===== src/rtl/sfr_pkg.sv =====
package sfr_pkg;
  localparam int CFG_DW = 14;

  typedef enum logic [1:0] {
    LN_SINGLE = 2'b00,
    LN_DUAL   = 2'b01,
    LN_RSVD   = 2'b10,
    LN_QUAD   = 2'b11
  } lane_e;

  typedef struct packed {
    lane_e      lanes;
    logic [1:0] dummy;
    logic [1:0] abytes_m1;
    logic [7:0] opcode;
  } setup_t;

  typedef enum logic [2:0] {
    S_IDLE, S_HDR, S_DUMMY, S_DATA, S_DONE, S_ERR
  } st_e;
endpackage


===== src/rtl/sfr_cfg_regs.sv =====
module sfr_cfg_regs
  import sfr_pkg::*;
#(
  parameter int NCS = 4,
  parameter int CSW = 2,
  parameter int CAW = 3
) (
  input  logic                    clk_i,
  input  logic                    rst_ni,
  input  logic                    we_i,
  input  logic [CAW-1:0]          addr_i,
  input  logic [CFG_DW-1:0]       wdata_i,
  output setup_t [NCS-1:0]        setup_o,
  output logic                    mm_en_o,
  output logic [CSW-1:0]          cs_sel_o
);
  always_ff @(posedge clk_i or negedge rst_ni) begin
    if (!rst_ni) begin
      mm_en_o  <= 1'b0;
      cs_sel_o <= '0;
    end else if (we_i && addr_i == '0) begin
      mm_en_o  <= wdata_i[0];
      cs_sel_o <= wdata_i[8 +: CSW];
    end
  end

  for (genvar k = 0; k < NCS; k++) begin : g_setup
    always_ff @(posedge clk_i or negedge rst_ni) begin
      if (!rst_ni)
        setup_o[k] <= '0;
      else if (we_i && addr_i == CAW'(k + 1))
        setup_o[k] <= setup_t'(wdata_i);
    end
  end
endmodule


===== src/rtl/sfr_win_chk.sv =====
module sfr_win_chk #(
  parameter int AW        = 24,
  parameter int WIN_BYTES = 4096
) (
  input  logic [AW-1:0] addr_i,
  output logic          ok_o
);
  localparam logic [AW-1:0] LAST_OK = AW'(WIN_BYTES - 4);
  assign ok_o = (addr_i <= LAST_OK);
endmodule


===== src/rtl/sfr_seq.sv =====
module sfr_seq
  import sfr_pkg::*;
#(
  parameter int NCS = 4,
  parameter int CSW = 2,
  parameter int AW  = 24
) (
  input  logic            clk_i,
  input  logic            rst_ni,
  input  logic            start_i,
  input  logic            fail_i,
  input  setup_t          setup_i,
  input  logic [CSW-1:0]  sel_i,
  input  logic [AW-1:0]   addr_i,
  input  logic [3:0]      io_i,
  output logic            idle_o,
  output logic            sclk_o,
  output logic [NCS-1:0]  cs_no,
  output logic [3:0]      io_o,
  output logic [3:0]      io_oe_o,
  output logic            ack_o,
  output logic            err_o,
  output logic [31:0]     data_o
);
  localparam int HW = 40;

  st_e             st;
  logic            ph;
  logic [5:0]      cnt;
  logic [HW-1:0]   out_sh;
  logic [31:0]     in_sh, in_nxt, addr32, addr_al;
  logic [1:0]      dmy_q;
  lane_e           ln_q;
  logic [CSW-1:0]  sel_q;
  logic            busy;
  logic [5:0]      data_last, hdr_last;

  assign addr32 = 32'(addr_i);

  always_comb begin
    unique case (setup_i.abytes_m1)
      2'd0:    addr_al = {addr32[7:0], 24'b0};
      2'd1:    addr_al = {addr32[15:0], 16'b0};
      2'd2:    addr_al = {addr32[23:0], 8'b0};
      default: addr_al = addr32;
    endcase
  end

  // opcode plus (abytes_m1+1) address bytes, minus one
  assign hdr_last = {1'b0, setup_i.abytes_m1, 3'b111} + 6'd8;

  always_comb begin
    unique case (ln_q)
      LN_QUAD: begin data_last = 6'd7;  in_nxt = {in_sh[27:0], io_i}; end
      LN_DUAL: begin data_last = 6'd15; in_nxt = {in_sh[29:0], io_i[1:0]}; end
      default: begin data_last = 6'd31; in_nxt = {in_sh[30:0], io_i[1]}; end
    endcase
  end

  always_ff @(posedge clk_i or negedge rst_ni) begin
    if (!rst_ni) begin
      st     <= S_IDLE;
      ph     <= 1'b0;
      cnt    <= '0;
      out_sh <= '0;
      in_sh  <= '0;
      dmy_q  <= '0;
      ln_q   <= LN_SINGLE;
      sel_q  <= '0;
      data_o <= '0;
    end else begin
      unique case (st)
        S_IDLE: if (start_i) begin
          if (fail_i) st <= S_ERR;
          else begin
            st     <= S_HDR;
            ph     <= 1'b0;
            cnt    <= hdr_last;
            out_sh <= {setup_i.opcode, addr_al};
            dmy_q  <= setup_i.dummy;
            ln_q   <= setup_i.lanes;
            sel_q  <= sel_i;
          end
        end
        S_HDR: begin
          ph <= ~ph;
          if (ph) begin
            out_sh <= out_sh << 1;
            if (cnt == '0) begin
              if (dmy_q != '0) begin
                st  <= S_DUMMY;
                cnt <= {1'b0, dmy_q - 2'd1, 3'b111};
              end else begin
                st  <= S_DATA;
                cnt <= data_last;
              end
            end else cnt <= cnt - 6'd1;
          end
        end
        S_DUMMY: begin
          ph <= ~ph;
          if (ph) begin
            if (cnt == '0) begin
              st  <= S_DATA;
              cnt <= data_last;
            end else cnt <= cnt - 6'd1;
          end
        end
        S_DATA: begin
          ph <= ~ph;
          if (ph) begin
            in_sh <= in_nxt;
            if (cnt == '0) begin
              st     <= S_DONE;
              data_o <= {in_nxt[7:0], in_nxt[15:8], in_nxt[23:16], in_nxt[31:24]};
            end else cnt <= cnt - 6'd1;
          end
        end
        default: st <= S_IDLE;
      endcase
    end
  end

  assign busy    = (st == S_HDR) || (st == S_DUMMY) || (st == S_DATA);
  assign idle_o  = (st == S_IDLE);
  assign sclk_o  = busy & ph;
  assign io_o    = (st == S_HDR) ? {3'b000, out_sh[HW-1]} : 4'b0000;
  assign io_oe_o = (st == S_HDR) ? 4'b0001 : 4'b0000;
  assign ack_o   = (st == S_DONE) || (st == S_ERR);
  assign err_o   = (st == S_ERR);

  for (genvar k = 0; k < NCS; k++) begin : g_cs
    assign cs_no[k] = !(busy && sel_q == CSW'(k));
  end

  assert_cs_single_R4: assert property (@(posedge clk_i) disable iff (!rst_ni)
    $onehot0(~cs_no));
  assert_sclk_framed_R4: assert property (@(posedge clk_i) disable iff (!rst_ni)
    sclk_o |-> !(&cs_no));
  assert_oe_framed_R6: assert property (@(posedge clk_i) disable iff (!rst_ni)
    (|io_oe_o) |-> (!(&cs_no) && !sclk_o || !(&cs_no)));
  assert_cs_held_R11: assert property (@(posedge clk_i) disable iff (!rst_ni)
    (!(&cs_no) && !(&$past(cs_no))) |-> $stable(cs_no));
endmodule


===== src/rtl/sflash_mmap_rd.sv =====
module sflash_mmap_rd
  import sfr_pkg::*;
#(
  parameter int NCS       = 4,
  parameter int AW        = 24,
  parameter int WIN_BYTES = 4096,
  localparam int CSW      = (NCS > 1) ? $clog2(NCS) : 1,
  localparam int CAW      = $clog2(NCS + 1)
) (
  input  logic              clk_i,
  input  logic              rst_ni,
  input  logic              cfg_we_i,
  input  logic [CAW-1:0]    cfg_addr_i,
  input  logic [CFG_DW-1:0] cfg_wdata_i,
  input  logic              rd_req_i,
  input  logic [AW-1:0]     rd_addr_i,
  output logic              rd_ack_o,
  output logic              rd_err_o,
  output logic [31:0]       rd_data_o,
  output logic              mm_mode_o,
  output logic              sclk_o,
  output logic [NCS-1:0]    cs_no,
  output logic [3:0]        io_o,
  output logic [3:0]        io_oe_o,
  input  logic [3:0]        io_i
);
  localparam logic [AW-1:0] WIN_LAST = AW'(WIN_BYTES - 4);

  setup_t [NCS-1:0] setup_q;
  logic [CSW-1:0]   cs_sel;
  logic             win_ok, idle;

  sfr_cfg_regs #(.NCS(NCS), .CSW(CSW), .CAW(CAW)) u_cfg (
    .clk_i, .rst_ni,
    .we_i     (cfg_we_i),
    .addr_i   (cfg_addr_i),
    .wdata_i  (cfg_wdata_i),
    .setup_o  (setup_q),
    .mm_en_o  (mm_mode_o),
    .cs_sel_o (cs_sel)
  );

  sfr_win_chk #(.AW(AW), .WIN_BYTES(WIN_BYTES)) u_win (
    .addr_i (rd_addr_i),
    .ok_o   (win_ok)
  );

  sfr_seq #(.NCS(NCS), .CSW(CSW), .AW(AW)) u_seq (
    .clk_i, .rst_ni,
    .start_i (rd_req_i),
    .fail_i  (!mm_mode_o || !win_ok),
    .setup_i (setup_q[cs_sel]),
    .sel_i   (cs_sel),
    .addr_i  (rd_addr_i),
    .io_i,
    .idle_o  (idle),
    .sclk_o,
    .cs_no,
    .io_o,
    .io_oe_o,
    .ack_o   (rd_ack_o),
    .err_o   (rd_err_o),
    .data_o  (rd_data_o)
  );

  assert_mode_write_R2: assert property (@(posedge clk_i) disable iff (!rst_ni)
    (cfg_we_i && cfg_addr_i == '0) |=> (mm_mode_o == $past(cfg_wdata_i[0])));
  assert_off_err_R2: assert property (@(posedge clk_i) disable iff (!rst_ni)
    (rd_req_i && idle && !mm_mode_o) |=> (rd_ack_o && rd_err_o && (&cs_no)));
  assert_oow_err_R3: assert property (@(posedge clk_i) disable iff (!rst_ni)
    (rd_req_i && idle && rd_addr_i > WIN_LAST) |=> (rd_err_o && (&cs_no) && !sclk_o));
  assert_ack_pulse_R10: assert property (@(posedge clk_i) disable iff (!rst_ni)
    rd_ack_o |=> !rd_ack_o);
  assert_ack_cs_idle_R10: assert property (@(posedge clk_i) disable iff (!rst_ni)
    rd_ack_o |-> (&cs_no));
endmodule


===== config.mk =====
export PLATFORM = sky130hd
export DESIGN_NAME = sflash_mmap_rd
export DESIGN_NICKNAME = d
export VERILOG_FILES = /design/src/rtl/sfr_pkg.sv /design/src/rtl/sfr_cfg_regs.sv /design/src/rtl/sfr_win_chk.sv /design/src/rtl/sfr_seq.sv /design/src/rtl/sflash_mmap_rd.sv
export SDC_FILE = /design/constraint.sdc
export NUM_CORES = 1
export LEC_CHECK = 0
export CAP_MARGIN = 5
export CORE_MARGIN = 10
export CORE_UTILIZATION = 47
export CTS_CLUSTER_SIZE = 12
export DETAILED_ROUTE_END_ITERATION = 10
export GPL_ROUTABILITY_DRIVEN = 0
export PLACE_DENSITY = 0.68
export SYNTH_ARGS = -nofsm -noshare
export SYNTH_HDL_FRONTEND = slang
export SYNTH_SLANG_ARGS = --single-unit

===== constraint.sdc =====
create_clock -name clk_i -period 4.4 [get_ports clk_i]
set_clock_uncertainty 0.2 [all_clocks]
set_input_delay 0.44 -clock clk_i [delete_from_list [all_inputs] [get_ports clk_i]]
set_output_delay 0.44 -clock clk_i [all_outputs]
set_load 0.02 [all_outputs]

# ---- Word level (Yosys, flattened, before mapping)
# Index checks and enable logic that the tools add are counted.
dict set report classes {
  addsub 3
  n_lt_le_gt_ge 2
  eq_ne 25
  mux 34
  bitwise 3
  n_reduce_logical 36
}
# op count
set ops {}
lappend ops {{40-bit 2-to-1 mux} 3}
lappend ops {{32-bit one-hot mux with 3 select lines} 1}
lappend ops {{40-bit one-hot mux with 2 select lines} 1}
lappend ops {{32-bit one-hot mux with 2 select lines} 1}
lappend ops {{6-bit 2-to-1 mux} 8}
lappend ops {{14-bit binary-select mux with 2-bit select} 1}
lappend ops {{24-bit by 12-bit less-or-equal comparator with 1-bit output, second input constant} 1}
lappend ops {{3-bit 2-to-1 mux} 8}
lappend ops {{6-bit one-hot mux with 4 select lines} 1}
lappend ops {{14-bit 2-to-1 mux} 1}
lappend ops {{7-bit AND reduction} 2}
lappend ops {{3-bit by 2-bit equality test with 1-bit output, second input constant} 4}
lappend ops {{2-bit by 1-bit inequality test with 1-bit output, second input constant} 6}
lappend ops {{3-bit one-hot mux with 4 select lines} 1}
lappend ops {{5-bit one-hot mux with 2 select lines} 1}
lappend ops {{3-bit equality test, second input constant} 3}
lappend ops {{1-bit logical AND} 9}
lappend ops {{3-bit AND reduction} 3}
lappend ops {{2-bit equality test, second input constant} 4}
lappend ops {{5-bit by 4-bit adder with 6-bit output, second input constant} 1}
lappend ops {{2-bit by 1-bit equality test with 1-bit output, second input constant} 3}
lappend ops {{3-bit by 1-bit equality test with 1-bit output, second input constant} 2}
lappend ops {{1-bit logical NOT} 6}
lappend ops {{3-bit logical NOT} 2}
lappend ops {{17 further kinds} 30}
dict set report totals {
  ff_bits 178
  input_bits 49
  wordCells 130
}

# ---- Longest topological paths before layout
dict set report logic_depth {
  ltp_word 7
  ltp_mapped 12
  depth_no_buf 8
}

# ---- Cells and area by module
# A second synthesis with hierarchy kept.
dict set report hier_totals {
  hier_cells 843
  area_unflattened_um2 8941.1
}
# mod instances cells_per_inst area_per_inst_um2 seq_area_each_um2
set by_module_without_submodules {}
lappend by_module_without_submodules {sfr_seq 1 686 6138.4 2977.9}
lappend by_module_without_submodules {sfr_cfg_regs 1 130 2361.0 1476.4}
lappend by_module_without_submodules {sflash_mmap_rd 1 18 370.4 0.0}
lappend by_module_without_submodules {sfr_win_chk 1 9 71.3 0.0}

# ---- Least setup slack after synthesis
# OpenSTA, ideal clock, no wires.
dict set report synth_timing {
  kind {reg-to-reg}
  start {reg u_cfg.cs_sel_o[0]}
  end {reg u_seq.out_sh[23]}
  arrival_ps 2969
  required_time_ps 4135
  path_slack_ps 1165
  path_stages_with_launch 13
  n_path_buf 4
  synth_period_minus_slack_ps 3235
  cell_sequence {dfrtp_1 -> clkbuf_1 -> clkbuf_1 -> mux4_2 -> inv_1 -> ha_1 -> clkbuf_1 -> clkbuf_1 -> a22oi_1 -> nor2_1 -> a21oi_1 -> o21ai_0 -> mux2_1}
}
dict set report synth_between {
  elab_chain_cells 7
  word_cells_on_any_way 9
}
# element line
set synth_lines {}
lappend synth_lines {{from (decl)} sfr_cfg_regs.sv:15} ;# output logic [CSW-1:0] cs_sel_o
lappend synth_lines {{from (signal assigned)} sfr_cfg_regs.sv:23} ;# cs_sel_o <= wdata_i[8 +: CSW];
lappend synth_lines {{14-bit binary-select mux with 2-bit select (*)} sflash_mmap_rd.sv:52} ;# .setup_i (setup_q[cs_sel]),
lappend synth_lines {{14-bit 2-to-1 mux (not written as such) (*)} sflash_mmap_rd.sv:52}
lappend synth_lines {{2-bit equality test (tied with other cells)} sfr_seq.sv:41} ;# unique case (setup_i.abytes_m1)
lappend synth_lines {{32-bit one-hot mux with 3 select lines (*)} sfr_seq.sv:41}
lappend synth_lines {{40-bit 2-to-1 mux (*)} sfr_seq.sv:74} ;# if (fail_i) st <= S_ERR;
lappend synth_lines {{40-bit 2-to-1 mux (*)} sfr_seq.sv:73} ;# S_IDLE: if (start_i) begin
lappend synth_lines {{40-bit one-hot mux with 2 select lines (*)} sfr_seq.sv:72} ;# unique case (st)
lappend synth_lines {{to (signal assigned)} sfr_seq.sv:79} ;# out_sh <= {setup_i.opcode, addr_al};
lappend synth_lines {{to (signal assigned)} sfr_seq.sv:88} ;# out_sh <= out_sh << 1;
lappend synth_lines {{to (decl)} sfr_seq.sv:30} ;# logic [HW-1:0] out_sh;
# Every way passes the cells marked *; elsewhere a longest branch is shown, timed or not. The select of a mux whose other input is x is not followed.
# A chain may end at the register's enable or synchronous reset.

# ---- Worst setup path after layout
dict set report layout_timing {
  start {reg u_cfg.cs_sel_o[1]}
  end {reg u_seq.out_sh[13]}
}
# The elaborated chain is that of the path after synthesis.

==> run summary <==
status: finished, final reports clean
post-synth top area share: 50.6%
setup_tns: 0 ps
Post-Layout Cell Count: 1140
CTS tree: yes
Post-DRT Antenna Nets: 0
met1 Usage GRT: 22.5%
crit path kind: flip-flop to flip-flop
final wirelength: 19.6 mm
hpwl dp: 13.5 mm
worst vdd ir: 0.443 mV
core occupancy in the finished layout: 56.4%
Via Count: 6245
unrepaired setup endpoints after global routing: false
Post-synth ARST share: 100%
final slew viol count: 0
GRT busiest layer: met2
Least-Margin Pin Slew: 1080 ps
initial antenna violation count: 0
critical path fanouts, max: 25
NetSw: 2.12 mW
Logic pwr share: 34.4%
Worst Setup End Kind: flip-flop
# resized after CTS: 0
row count: 50
largest net degree at the start of global routing: 95
Seq pwr share: 38.8%
Die W: 157 um
crit-path max cell delay: 840 ps
family with the most delay on the worst path: flip-flops
Yosys top cell by area: dfrtp_1
routing usage on met3: 3.66%
fin area: 10500 um2
CP required: 4520 ps
grt ovf: 0
DR vias/cell: 5.48
most frequent cell after synthesis: dfrtp_1
Fin. Hold Viols: 0
Pint: 3.66 mW
DRC: 0
fillers: 1592
placed cell areas: 9840 um2
slowest CP cell: dfrtp_1
Hold/Removal Path Class: flip-flop to flip-flop
core area: 18600 um2
layout cells sized above 1: 9.16%
All-Layer GR Usage: 16.3%
Warnings, synthesis: 0
vias in the first global route: 6096
synthesis-stage register bit count: 178
Slew headroom: 28.2%
Post-CTS Setup Bufs: 0
clock share of power: 26.8%
Num CTS Buffers: 17
Initial DRT Pass Iterations: 5
Wirelength per Cell: 17.2 um
Worst-path clk slew: 80 ps
Area contributors post-synth: dfrtp_1 51%, mux2_1 13%, nand2_1 6.5%
FMAX: 0.307 GHz
number of flops mapped to enable cells by yosys: 0
post-synthesis sequential area ratio: 50.6%
die area: 24600 um2
Buf/Inv on CP: 1
Final min period: 3260 ps
DR iter-0 viols: 402
PortBufs: 90
M2 GR Usage: 24.9%
prevailing post-synth register cell: dfrtp_1
Ant. Diodes: 0
Tcrit/Tclk final: 74.0%
Clock Sink Count: 178
Netlist cell types: 51
Placed Cells: 1107
Clock Latency Late Sink: 430 ps
endpoints failing setup: 0
switching fraction of total power: 36.7%
critical-path cell list: mux4_2 -> ha_1 -> buf_4 -> nor2_1 -> a21oi_1 -> o21ai_1 -> mux2_1
IO Pins: 97
crit path launch type: flip-flop
Max Cap Viol: 0
initial core utilization: 47.4%
Nets: 948
root buffer cell: clkbuf_16
Synth Cell Area: 8810 um2
leakage power: 4.30 nW
Synth top cells by count: 178 x dfrtp_1, 153 x nand2_1, 102 x mux2_1, 83 x o21ai_1
CP Data Arrival Time: 3380 ps
die height: 157 um
syn_area_per_cell: 10.6 um2
first-pass GRT wire length: 32.3 mm
H-tree Lvls: 4
PwrDens: 552 nW/um2
area grow syn2layout: 18.8%
Synth Instances: 832
clock tree buffer depth: 2
[cell families after synthesis]
| kind of cell | Yosys count | share of synthesized area [%] |
|---|---|---|
| AOI/OAI and AO/OA | 191 | 12.4 |
| adders and majority gates | 6 | 0.852 |
| and+or+nand+nor | 223 | 10.8 |
| DFF | 178 | 50.6 |
| other | 1 | 0.0426 |
| muxes | 160 | 21.8 |
| xor gates and xnor gates | 1 | 0.0994 |
| buffers and inverters | 72 | 3.47 |
[power by group through the flow]
stage          clock (mW)  combinational [mW]  sequential [mW]
2_1_floorplan           0                1.55             2.18
3_3_place_gp            0                1.95             2.26
3_5_place_dp            0                2.00             2.27
4_1_cts              1.59                2.01             2.24
5_1_grt              1.66                2.23             2.29
6_report             1.55                1.99             2.24
[per-stage QoR]
stage / worst slack, ps / total power [mW] / hold WS (ps)
finish: 1140 / 5.78 / 283
global route: 961 / 6.18 / 300
CTS: 1170 / 5.85 / 291
detailed placement: 1060 / 4.28 / 273
global placement: 1100 / 4.21 / 262
floorplan: 1170 / 3.73 / -55.6
[worst reg2reg max path, stage by stage (launching register included)]
cell     delay (ps)
dfrtp_1         840
mux4_2          410
ha_1            740
buf_4           350
nor2_1           70
a21oi_1         160
o21ai_1          70
mux2_1          290
[registers in the layout (all words and copies together) (netlist names)]
| signal | flops |
|---|---|
| u_seq.cnt | 6 |
| u_seq.data_o | 32 |
| u_seq.sel_q | 2 |
| u_cfg.mm_en_o | 1 |
| u_seq.out_sh | 40 |
| u_cfg.cs_sel_o | 2 |
| u_seq.ph | 1 |
| u_cfg.setup_o | 56 |
| u_seq.in_sh | 31 |
| u_seq.dmy_q | 2 |
| u_seq.ln_q | 2 |
| u_seq.st | 3 |
[timing repair]
action | in CTS | in global routing
endpoints found under the hold margin | 91 | 0
endpoints found under the setup margin | 0 | 0
hold buffers | 1 | 0
[final timing paths]
kind	start	endpoint	slack, ps	depth (start not counted)
max in group asynchronous	rst_ni	u_cfg.setup_o[34]	2530	3
min in group asynchronous	rst_ni	u_seq.out_sh[13]	450	2
min	u_seq.data_o[28]	u_seq.data_o[28]	280	2
max reg2reg	u_cfg.cs_sel_o[1]	u_seq.out_sh[13]	1140	7
min reg2reg	u_seq.data_o[28]	u_seq.data_o[28]	280	2
max	u_cfg.cs_sel_o[1]	u_seq.out_sh[13]	1140	7
[layout by cell type (no fill, tap or decap), types with 6 or more instances in the layout]
cell,instances
a22oi_1,8
nand2_1,153
a21oi_1,25
dfrtp_1,177
mux2_2,12
mux2i_1,32
buf_4,12
a222oi_1,8
mux2_1,102
o21ai_1,83
clkbuf_16,17
nor3_1,8
conb_1,6
mux4_2,14
o21ai_0,49
clkdlybuf4s50_1,89
nor2_1,27
ha_1,6
[area by class of cell]
| type | instances | area (um2) | area share (%) |
|---|---|---|---|
| Multi-Input combinational cell | 587 | 4080 | 38.9 |
| Inverter | 6 | 22.5 | 0.215 |
| Clock buffer | 17 | 425 | 4.06 |
| Clock inverter | 15 | 196 | 1.88 |
| Timing Repair Buffer | 103 | 1000 | 9.57 |
| Tap cell | 234 | 293 | 2.80 |
| Sequential cell | 178 | 4460 | 42.6 |
[metal layers]
layer | share of wire, % | vias up | wire length [um]
li1 | - | 3068 | -
met1 | 47 | 3030 | 9310
met2 | 47 | 127 | 9150
met3 | 4.5 | 20 | 885
met4 | 1.5 | 0 | 303
met5 | 0 | - | 0
Power figures use the tool's default switching activity.
